**config.mk**
```make
export PLATFORM = sky130hd
export DESIGN_NAME = can_mode_regs
export DESIGN_NICKNAME = d
export VERILOG_FILES = /design/src/rtl/can_mode_pkg.sv /design/src/rtl/can_mode_hs.sv /design/src/rtl/can_mode_flags.sv /design/src/rtl/can_mode_regs.sv
export SDC_FILE = /design/constraint.sdc
export NUM_CORES = 1
export LEC_CHECK = 0
export BUFFER_PORTS_ARGS = -buffer_cell sky130_fd_sc_hd__buf_2
export CAP_MARGIN = 20
export CORE_UTILIZATION = 35
export CTS_BUF_LIST = sky130_fd_sc_hd__clkbuf_8 sky130_fd_sc_hd__clkbuf_16
export CTS_CLUSTER_DIAMETER = 200
export CTS_CLUSTER_SIZE = 28
export DETAILED_ROUTE_END_ITERATION = 12
export PLACE_DENSITY_LB_ADDON = 0.25
export SLEW_MARGIN = 10
export SYNTH_ARGS = -nofsm -noshare
export SYNTH_HDL_FRONTEND = slang
export SYNTH_SLANG_ARGS = --single-unit
```
**constraint.sdc**
```tcl
create_clock -name clk_i -period 1.46 [get_ports clk_i]
set_input_delay 0.073 -clock clk_i [delete_from_list [all_inputs] [get_ports clk_i]]
set_output_delay 0.073 -clock clk_i [all_outputs]
set_load 0.05 [all_outputs]
```
**src/rtl/can_mode_pkg.sv**
```systemverilog
`timescale 1ns/1ps
package can_mode_pkg;
  localparam int unsigned AW    = 4;
  localparam int unsigned RXF_W = 5;

  typedef enum logic [AW-1:0] {
    A_MODE = 4'd0,
    A_STAT = 4'd1,
    A_TIM0 = 4'd2,
    A_TIM1 = 4'd3,
    A_FILT = 4'd4,
    A_RXF  = 4'd5,
    A_RXIE = 4'd6,
    A_TXF  = 4'd7,
    A_TXIE = 4'd8,
    A_BSEL = 4'd9
  } reg_addr_e;

  // receive flag bit positions
  localparam int unsigned F_RXFULL = 0;
  localparam int unsigned F_OVR    = 1;
  localparam int unsigned F_WAKE   = 2;
  localparam int unsigned F_ERR    = 3;
  localparam int unsigned F_BOFF   = 4;
endpackage

```
**src/rtl/can_mode_hs.sv**
```systemverilog
`timescale 1ns/1ps
// Request/acknowledge handshake: ack follows a registered copy of req, only while idle.
module can_mode_hs (
  input  logic clk_i,
  input  logic rst_ni,
  input  logic req_i,
  input  logic idle_i,
  output logic ack_o
);
  logic req_q;

  always_ff @(posedge clk_i or negedge rst_ni) begin
    if (!rst_ni) begin
      req_q <= 1'b0;
      ack_o <= 1'b0;
    end else begin
      req_q <= req_i;
      if (idle_i && (req_q != ack_o)) ack_o <= req_q;
    end
  end

  // acknowledge moves only on an idle edge
  p_ack_idle_r2: assert property (@(posedge clk_i) disable iff (!rst_ni)
    !$stable(ack_o) |-> $past(idle_i));
  // two-edge lag on entry
  p_ack_rise_lag_r2: assert property (@(posedge clk_i) disable iff (!rst_ni)
    $rose(ack_o) |-> ($past(req_i, 2) && $past(req_i)));
  // two-edge lag on exit
  p_ack_fall_lag_r2: assert property (@(posedge clk_i) disable iff (!rst_ni)
    $fell(ack_o) |-> (!$past(req_i, 2) && !$past(req_i)));
endmodule

```
**src/rtl/can_mode_flags.sv**
```systemverilog
`timescale 1ns/1ps
// Flag vector: hardware set, software clear, set has priority.
module can_mode_flags #(
  parameter int unsigned   W       = 5,
  parameter logic [W-1:0]  RST_VAL = '0
) (
  input  logic         clk_i,
  input  logic         rst_ni,
  input  logic [W-1:0] set_i,
  input  logic [W-1:0] clr_i,
  output logic [W-1:0] flags_o
);
  always_ff @(posedge clk_i or negedge rst_ni) begin
    if (!rst_ni) flags_o <= RST_VAL;
    else         flags_o <= (flags_o & ~clr_i) | set_i;
  end

  // an event is never lost to a concurrent clear
  p_set_wins_r5: assert property (@(posedge clk_i) disable iff (!rst_ni)
    (|set_i) |=> ((flags_o & $past(set_i)) == $past(set_i)));
  // a clear without event leaves the bit low
  p_clear_takes_r5: assert property (@(posedge clk_i) disable iff (!rst_ni)
    (|(clr_i & ~set_i)) |=> ((flags_o & $past(clr_i & ~set_i)) == '0));
  // no bit rises without its event
  p_no_spurious_r6: assert property (@(posedge clk_i) disable iff (!rst_ni)
    ((flags_o & ~$past(flags_o) & ~$past(set_i)) == '0));
endmodule

```
**src/rtl/can_mode_regs.sv**
```systemverilog
`timescale 1ns/1ps
module can_mode_regs
  import can_mode_pkg::*;
#(
  parameter int unsigned NBUF = 3,
  parameter int unsigned DW   = 8,
  localparam int unsigned SELW = (NBUF > 1) ? $clog2(NBUF) : 1
) (
  input  logic            clk_i,
  input  logic            rst_ni,
  input  logic            wr_en_i,
  input  logic [AW-1:0]   addr_i,
  input  logic [DW-1:0]   wdata_i,
  output logic [DW-1:0]   rdata_o,
  input  logic            idle_i,
  input  logic            sync_evt_i,
  input  logic            rx_full_evt_i,
  input  logic            overrun_evt_i,
  input  logic            wake_evt_i,
  input  logic            error_evt_i,
  input  logic            busoff_evt_i,
  input  logic [NBUF-1:0] tx_done_i,
  output logic [NBUF-1:0] tx_req_o,
  output logic [SELW-1:0] buf_sel_o,
  output logic            loopback_o,
  output logic            listen_o,
  output logic            drive_en_o,
  output logic            filter_en_o,
  output logic            synced_o,
  output logic [DW-1:0]   btr0_o,
  output logic [DW-1:0]   btr1_o,
  output logic [DW-1:0]   filt_cfg_o,
  output logic            irq_o
);
  logic init_req_q, sleep_req_q, init_ack, sleep_ack;
  logic [RXF_W-1:0] rxf, rx_set, rx_clr, rx_ien_q;
  logic [NBUF-1:0]  txf, tx_set, tx_clr, tx_ien_q;

  function automatic logic hit(input logic [AW-1:0] a, input reg_addr_e r);
    return a == r;
  endfunction

  wire cfg_open = init_ack;

  always_ff @(posedge clk_i or negedge rst_ni) begin
    if (!rst_ni) begin
      init_req_q  <= 1'b0;
      sleep_req_q <= 1'b0;
      loopback_o  <= 1'b0;
      listen_o    <= 1'b0;
      btr0_o      <= '0;
      btr1_o      <= '0;
      filt_cfg_o  <= '0;
      rx_ien_q    <= '0;
      tx_ien_q    <= '0;
      buf_sel_o   <= '0;
    end else if (wr_en_i) begin
      if (hit(addr_i, A_MODE)) begin
        init_req_q  <= wdata_i[0];
        sleep_req_q <= wdata_i[1];
      end
      if (hit(addr_i, A_STAT) && cfg_open) begin
        loopback_o <= wdata_i[2];
        listen_o   <= wdata_i[3];
      end
      if (hit(addr_i, A_TIM0) && cfg_open) btr0_o     <= wdata_i;
      if (hit(addr_i, A_TIM1) && cfg_open) btr1_o     <= wdata_i;
      if (hit(addr_i, A_FILT) && cfg_open) filt_cfg_o <= wdata_i;
      if (hit(addr_i, A_RXIE)) rx_ien_q  <= wdata_i[RXF_W-1:0];
      if (hit(addr_i, A_TXIE)) tx_ien_q  <= wdata_i[NBUF-1:0];
      if (hit(addr_i, A_BSEL)) buf_sel_o <= wdata_i[SELW-1:0];
    end
  end

  can_mode_hs u_init_hs (
    .clk_i (clk_i), .rst_ni(rst_ni), .req_i(init_req_q), .idle_i(idle_i), .ack_o(init_ack)
  );
  can_mode_hs u_sleep_hs (
    .clk_i (clk_i), .rst_ni(rst_ni), .req_i(sleep_req_q), .idle_i(idle_i), .ack_o(sleep_ack)
  );

  // bus synchronization tracking
  always_ff @(posedge clk_i or negedge rst_ni) begin
    if (!rst_ni)                     synced_o <= 1'b0;
    else if (init_ack || sleep_ack)  synced_o <= 1'b0;
    else if (sync_evt_i)             synced_o <= 1'b1;
  end

  always_comb begin
    rx_set           = '0;
    rx_set[F_RXFULL] = rx_full_evt_i;
    rx_set[F_OVR]    = overrun_evt_i;
    rx_set[F_WAKE]   = wake_evt_i && sleep_ack;
    rx_set[F_ERR]    = error_evt_i;
    rx_set[F_BOFF]   = busoff_evt_i;
    rx_clr = (wr_en_i && hit(addr_i, A_RXF)) ? wdata_i[RXF_W-1:0] : '0;
  end

  can_mode_flags #(.W(RXF_W), .RST_VAL('0)) u_rx_flags (
    .clk_i(clk_i), .rst_ni(rst_ni), .set_i(rx_set), .clr_i(rx_clr), .flags_o(rxf)
  );

  // transmit side: writing 0 requests, init aborts everything
  assign tx_set = tx_done_i | {NBUF{init_ack}};
  assign tx_clr = (wr_en_i && hit(addr_i, A_TXF) && !init_ack) ? ~wdata_i[NBUF-1:0] : '0;

  can_mode_flags #(.W(NBUF), .RST_VAL({NBUF{1'b1}})) u_tx_flags (
    .clk_i(clk_i), .rst_ni(rst_ni), .set_i(tx_set), .clr_i(tx_clr), .flags_o(txf)
  );

  for (genvar b = 0; b < NBUF; b++) begin : g_txreq
    assign tx_req_o[b] = !txf[b] && !init_ack;
  end

  assign drive_en_o  = !init_ack && !sleep_ack && !listen_o;
  assign filter_en_o = !init_ack && !sleep_ack;
  assign irq_o       = (|(rxf & rx_ien_q)) | (|(txf & tx_ien_q));

  always_comb begin
    rdata_o = '0;
    unique case (addr_i)
      A_MODE: rdata_o[1:0] = {sleep_req_q, init_req_q};
      A_STAT: rdata_o[5:0] = {synced_o, idle_i, listen_o, loopback_o, sleep_ack, init_ack};
      A_TIM0: rdata_o = btr0_o;
      A_TIM1: rdata_o = btr1_o;
      A_FILT: rdata_o = filt_cfg_o;
      A_RXF:  rdata_o[RXF_W-1:0] = rxf;
      A_RXIE: rdata_o[RXF_W-1:0] = rx_ien_q;
      A_TXF:  rdata_o[NBUF-1:0]  = txf;
      A_TXIE: rdata_o[NBUF-1:0]  = tx_ien_q;
      A_BSEL: rdata_o[SELW-1:0]  = buf_sel_o;
      default: rdata_o = '0;
    endcase
  end

  // locked configuration ignores writes
  p_cfg_lock_r8: assert property (@(posedge clk_i) disable iff (!rst_ni)
    (wr_en_i && hit(addr_i, A_TIM0) && !init_ack) |=> $stable(btr0_o));
  // entering init leaves every buffer empty
  p_abort_r3: assert property (@(posedge clk_i) disable iff (!rst_ni)
    $rose(init_ack) |=> (txf == {NBUF{1'b1}}));
  // synchronization is dropped under init or sleep
  p_sync_drop_r11: assert property (@(posedge clk_i) disable iff (!rst_ni)
    (init_ack || sleep_ack) |=> !synced_o);
  // listen-only never drives
  p_listen_quiet_r9: assert property (@(posedge clk_i) disable iff (!rst_ni)
    listen_o |-> !drive_en_o);
  // wake outside sleep cannot raise the wake flag
  p_wake_gate_r4: assert property (@(posedge clk_i) disable iff (!rst_ni)
    (!sleep_ack && !rxf[F_WAKE]) |=> !rxf[F_WAKE]);
endmodule

```
Word-level counts from Yosys, hierarchy flattened --
Index checks and enable logic that the tools add are counted.
Word-level totals: register bits 51, latch bits 0, output and inout port bits 43, word-level logic and storage cells 82, memories kept 0, input bits 25, memory bits (writable) 0, bits in read-only memories 0
Cells by class: eq/ne operators 11, add/sub/neg operators 0, bitwise gates (word level) 11, reductions and logical operators 34, shift-type cells 0, magnitude comparators 0, muxes and demuxes 9, divide/modulo/power cells 0, multipliers 0
Operators with widths (count):
- $pmux 2 s10 | 1
- $eq 4x3->1 const B | 4
- $reduce_and 2->1 | 8
- $logic_and 1x1->1 | 15
- $pmux 2 s6 | 1
- $and 5x5->5 | 2
- $eq 4x2->1 const B | 2
- $eq 4x4->1 const B | 2
- $pmux 1 s8 | 1
- $and 3x3->3 | 2
- $logic_not 1->1 | 6
- $not 3->3 | 2
- $or 3x3->3 | 2
- $pmux 2 s3 | 1
- $mux 5 | 1
- $not 5->5 | 1
- $or 5x5->5 | 1
- $reduce_or 5->1 | 1
- $eq 4x1->1 const B | 1
- $logic_not 4->1 | 1
- $pmux 1 s4 | 1
- $mux 3 | 1
- $reduce_or 3->1 | 1
- $mux 1 | 2
- other kinds (4) | 5

Longest topological paths before layout --
depth after elaboration 7, gate-level depth with buffers 6, gate-level depth less buffers 4

By module --
A second synthesis with hierarchy kept.
Unflattened totals: cell total of the unflattened synthesis 224, area total of the unflattened synthesis 2698.8 µm²
Modules (own cells, without submodules):
- can_mode_regs | cells each 194, instances 1, sequential area each 975.9 µm², area an instance 2274.7 µm²
- can_mode_flags at u_rx_flags | cells each 15, instances 1, sequential area each 125.1 µm², area an instance 181.4 µm²
- can_mode_hs | cells each 3, instances 2, sequential area each 50.0 µm², area an instance 65.1 µm²
- can_mode_flags at u_tx_flags | cells each 9, instances 1, sequential area each 78.8 µm², area an instance 112.6 µm²

Least setup slack after synthesis --
Ideal clock, no wire load.
kind reg-to-output, from register btr0_o[4], to output rdata_o[4], stages on the path, launching flop included 4, data required time 1.387 ns, arrival 1.781 ns, setup slack -0.394 ns, path through dfrtp_1 a22oi_1 or2_2 a21oi_1
Between the ends: word-level cells in the longest chain between the ends 1
RTL lines:
- from (decl) | RTL line can_mode_regs.sv:30 | output logic [DW-1:0] btr0_o,
- from (signal assigned) | RTL line can_mode_regs.sv:66 | if (hit(addr_i, A_TIM0) && cfg_open) btr0_o <= wdata_i;
- $pmux 2 s6 | RTL line can_mode_regs.sv:121 | unique case (addr_i)
- to (decl) | RTL line can_mode_regs.sv:14 | output logic [DW-1:0] rdata_o,
No other way between the ends.

Final worst setup path --
from register init_req_q, to output rdata_o[0]
Between the ends: word-level cells in the longest chain between the ends 1
RTL lines:
- from (decl) | RTL line can_mode_regs.sv:35 | logic init_req_q, sleep_req_q, init_ack, sleep_ack;
- from (signal assigned) | RTL line can_mode_regs.sv:59 | init_req_q <= wdata_i[0];
- $pmux 2 s10 | RTL line can_mode_regs.sv:121
No other way between the ends.

==> impl_metrics.env <==
export IMPL_ys_types=42
export IMPL_first_pass_grt_wire_length_mm=11.9
export IMPL_layout_area_overhead_vs_synth_pct=46.4
export IMPL_num_io_pins=68
export IMPL_path_max_fanout=2
export IMPL_area_contributors_post_synth="dfrtp_1, mux2_2, a22oi_1"
export IMPL_pin_count_of_the_biggest_net_entering_global_routing=52
export IMPL_synth_edff_count=0
export IMPL_antenna_violating_nets_post_route=0
export IMPL_clock_sinks=51
export IMPL_final_min_period_over_clock_period_pct=125
export IMPL_main_combinational_cell_family_by_area_after_synthesis="multiplexers"
export IMPL_multiInputGateArea_mm2=0.00133
export IMPL_global_route_usage_total_pct=21.1
export IMPL_violations="setup timing"
export IMPL_placement_cell_area_mm2=0.00327
export IMPL_nNetsFinal=351
export IMPL_slowest_stage="or4_4"
export IMPL_grt_busiest_layer="met2"
export IMPL_post_route_drc_count=0
export IMPL_clock_insertion_delay_worst_skew_ns=0.31
export IMPL_ys_warn_count=0
export IMPL_grt_util_met1_pct=29.2
export IMPL_place_ws_ns=-0.0420
export IMPL_cpPeakStageDelay_ns=0.44
export IMPL_worst_slew_pin_slew_ns=0.329
export IMPL_finalClockSkew_ns=0.00589
export IMPL_mappedNetlistArea_mm2=0.00255
export IMPL_critical_path_endpoint_type="output port"
export IMPL_netlist_instances=209
export IMPL_yosys_area_share_xor_xnor_pct=0
export IMPL_vias_per_cell=5.11
export IMPL_non_filler_cell_area_final_mm2=0.00374
export IMPL_drt_pre_antenna_iters=4
export IMPL_postRouteWirelength_mm=7.47
export IMPL_cts_root_buffer="clkbuf_8"
export IMPL_cp_cell_sequence="nor3b_1, a31oi_1, o32ai_1, or4_4, buf_6"
export IMPL_drt_wirelength_per_cell_um=17.7
export IMPL_grt_antenna_before_repair=0
export IMPL_synth_async_sr_flop_share_pct=100
export IMPL_outcome="finished, violations left"
export IMPL_timing_setup_tns_ns=-0.781
export IMPL_layout_cells_non_filler=423
export IMPL_maxCapViolations=0
export IMPL_grt_remaining_overflow=0
export IMPL_leading_cell_type_by_number_of_instances_after_synthesis="dfrtp_1"
export IMPL_first_global_vias=2198
export IMPL_synth_seq_cells=51
export IMPL_drv_slew=0
export IMPL_floorplan_die_width_um=87.4
export IMPL_cts_reportedPaths_clkPinSlew_ns=0.10
export IMPL_hp_class="in -> reg"
export IMPL_layout_min_cycle_time_ns=1.83
export IMPL_unrepaired_setup_endpoints_after_global_routing="yes"
export IMPL_vdd_ir_drop_worst_mv=0.784
export IMPL_grt_met3_usage_pct=4.74
export IMPL_power_density_mw_per_mm2=1350
export IMPL_cts_made_buffers=5
export IMPL_final_layout_size_suffix_gt1_share_pct=61.2
export IMPL_achievable_frequency_ghz=0.547
export IMPL_critical_path_startpoint_type="flip-flop"
export IMPL_p_total_mw=5.03
export IMPL_grt_use_met2_pct=33.5
export IMPL_setup_viol=6
export IMPL_maximum_clock_path_buffer_count=2
export IMPL_synth_compound_gate_area_share_pct=11.9
export IMPL_worst_slack_ns=-0.367
export IMPL_post_place_cells=392
export IMPL_leakage_power_nw=1.76
export IMPL_timing_final_hold_violations=0
export IMPL_globalplace_congestion=0.888
export IMPL_fp_dieArea_mm2=0.00764
export IMPL_fillCellCount=657
export IMPL_yosys_area_share_adder_pct=0
export IMPL_mappedNetlistNets=234
export IMPL_yosys_most_used_dff="dfrtp_1"
export IMPL_antenna_diode_count=0
export IMPL_final_hold_worst_slack_ns=0.0160
export IMPL_area_of_the_core_region_mm2=0.00691
export IMPL_numPortBuffers=67
export IMPL_dr_vias=2163
export IMPL_syn_mean_instance_area_um2=12.2
export IMPL_timing_slew_headroom_pct=78.0
export IMPL_ff_latch_area_mm2=0.00129
export IMPL_initial_core_util_pct=37.0
export IMPL_yosys_mux_area_fraction_pct=20.6
export IMPL_floorplan_die_height_um=87.4
export IMPL_post_synth_and_or_nand_nor_area_fraction_pct=14.8
export IMPL_cp_num_buf_inv=1
export IMPL_critPathRequiredTime_ns=1.39
export IMPL_share_of_the_synthesized_area_in_the_top_cell_type_pct=47.1
export IMPL_cts_htree_levels=2
export IMPL_dr_first_iter_drc_count=76
export IMPL_layout_core_utilization_pct=54.1
export IMPL_critPathTopFamily="simple AND/OR/NAND/NOR gates"
export IMPL_synth_largest_area_cell="dfrtp_1"
export IMPL_timing_setup_critical_path_class="reg -> out"
export IMPL_floorplan_rows=30
export IMPL_tritoncts="yes"
export IMPL_post_synth_most_frequent_cells="dfrtp_1, mux2_2, a22oi_1"
export IMPL_arrival_ns=1.75
export IMPL_synth_yosys_seq_area_share_pct=50.1
export IMPL_hpwl_after_detailed_placement_mm=5.40
[cells by family (layout without fill, tap and decap cells)]
logic type / after synthesis / count (layout)
DFF: 51 / 51
muxes: 47 / 47
and+or+nand+nor: 60 / 60
AOI/OAI and AO/OA: 41 / 41
buffers and inverters: 10 / 128
[layout by cell type (no fill, tap or decap), drive strengths merged, types with 2 or more instances in the layout]
master,Yosys,final
buf,10,107
dfrtp,48,48
mux2,44,44
a22oi,14,14
nand2,11,11
dlygate4sd3,0,10
nor2,10,10
clkbuf,0,8
nand3b,6,6
nor2b,6,6
a21o,5,5
nand3,5,5
and2b,4,4
o22ai,4,4
nand2b,4,4
a31oi,4,4
o21a,3,3
mux2i,3,3
dfstp,3,3
nand4,3,3
a22o,2,2
or2,2,2
nor3b,2,2
bufinv,0,2
a21oi,2,2
nor3,2,2
[repair_timing]
item	CTS	global route
resized for setup	22	11
endpoints found under the setup margin	6	19
hold buffers	10	0
endpoints found under the hold margin	57	0
pin swaps	5	6
buffers inserted	12	1
[cell type report]
class,instances,share of cell area [%]
clock buffers,5,1.84
well taps,96,3.22
multi-input cells,148,35.5
clock inverters,3,1.81
repair buffers,120,23.2
flip-flops and latches,51,34.5
[routing by layer]
layer | up-vias | part of all wire [%]
met5 | - | 0
met4 | 0 | 1.7
met2 | 76 | 46
met1 | 1069 | 47
met3 | 8 | 5.0
li1 | 1010 | -
[worst reg2reg max path, delay by kind of cell (launching register included)]
kind,cells,cell delay (ns)
muxes,1,0.36
and+or+nand+nor,2,0.48
DFF,1,0.43
[report_power, final]
group          internal [mW]  leakage [nW]  total (mW)  switching (mW)
combinational          0.726          1.07        1.96            1.23
sequential              1.68         0.624        1.89           0.211
clock                  0.683        0.0644        1.18           0.494
total                   3.09          1.76        5.03            1.94
[registers in the layout (all words and copies together) (netlist names), 2 cells and up]
register and cells:
btr0_o 8, filt_cfg_o 8, btr1_o 8, u_tx_flags.flags_o 3, u_rx_flags.flags_o 5, buf_sel_o 2, tx_ien_q 3, rx_ien_q 5
[worst paths after layout]
kind	slack [ns]	cells after the start	endpoint	startpoint
max in group asynchronous	0.90	3	u_tx_flags.flags_o[1]$_DFF_PN1_	rst_ni
hold / removal	0.02	2	btr0_o[5]$_DFFE_PN0P_	wdata_i[5]
setup / recovery	-0.37	5	rdata_o[0]	init_req_q$_DFFE_PN0P_
hold reg to reg	0.43	0	u_sleep_hs.req_q$_DFF_PN0_	sleep_req_q$_DFFE_PN0P_
setup reg to reg	0.09	3	btr1_o[1]$_DFFE_PN0P_	u_init_hs.ack_o$_DFFE_PN0P_
min in group asynchronous	0.27	3	btr1_o[3]$_DFFE_PN0P_	rst_ni
Power figures use the tool's default switching activity.
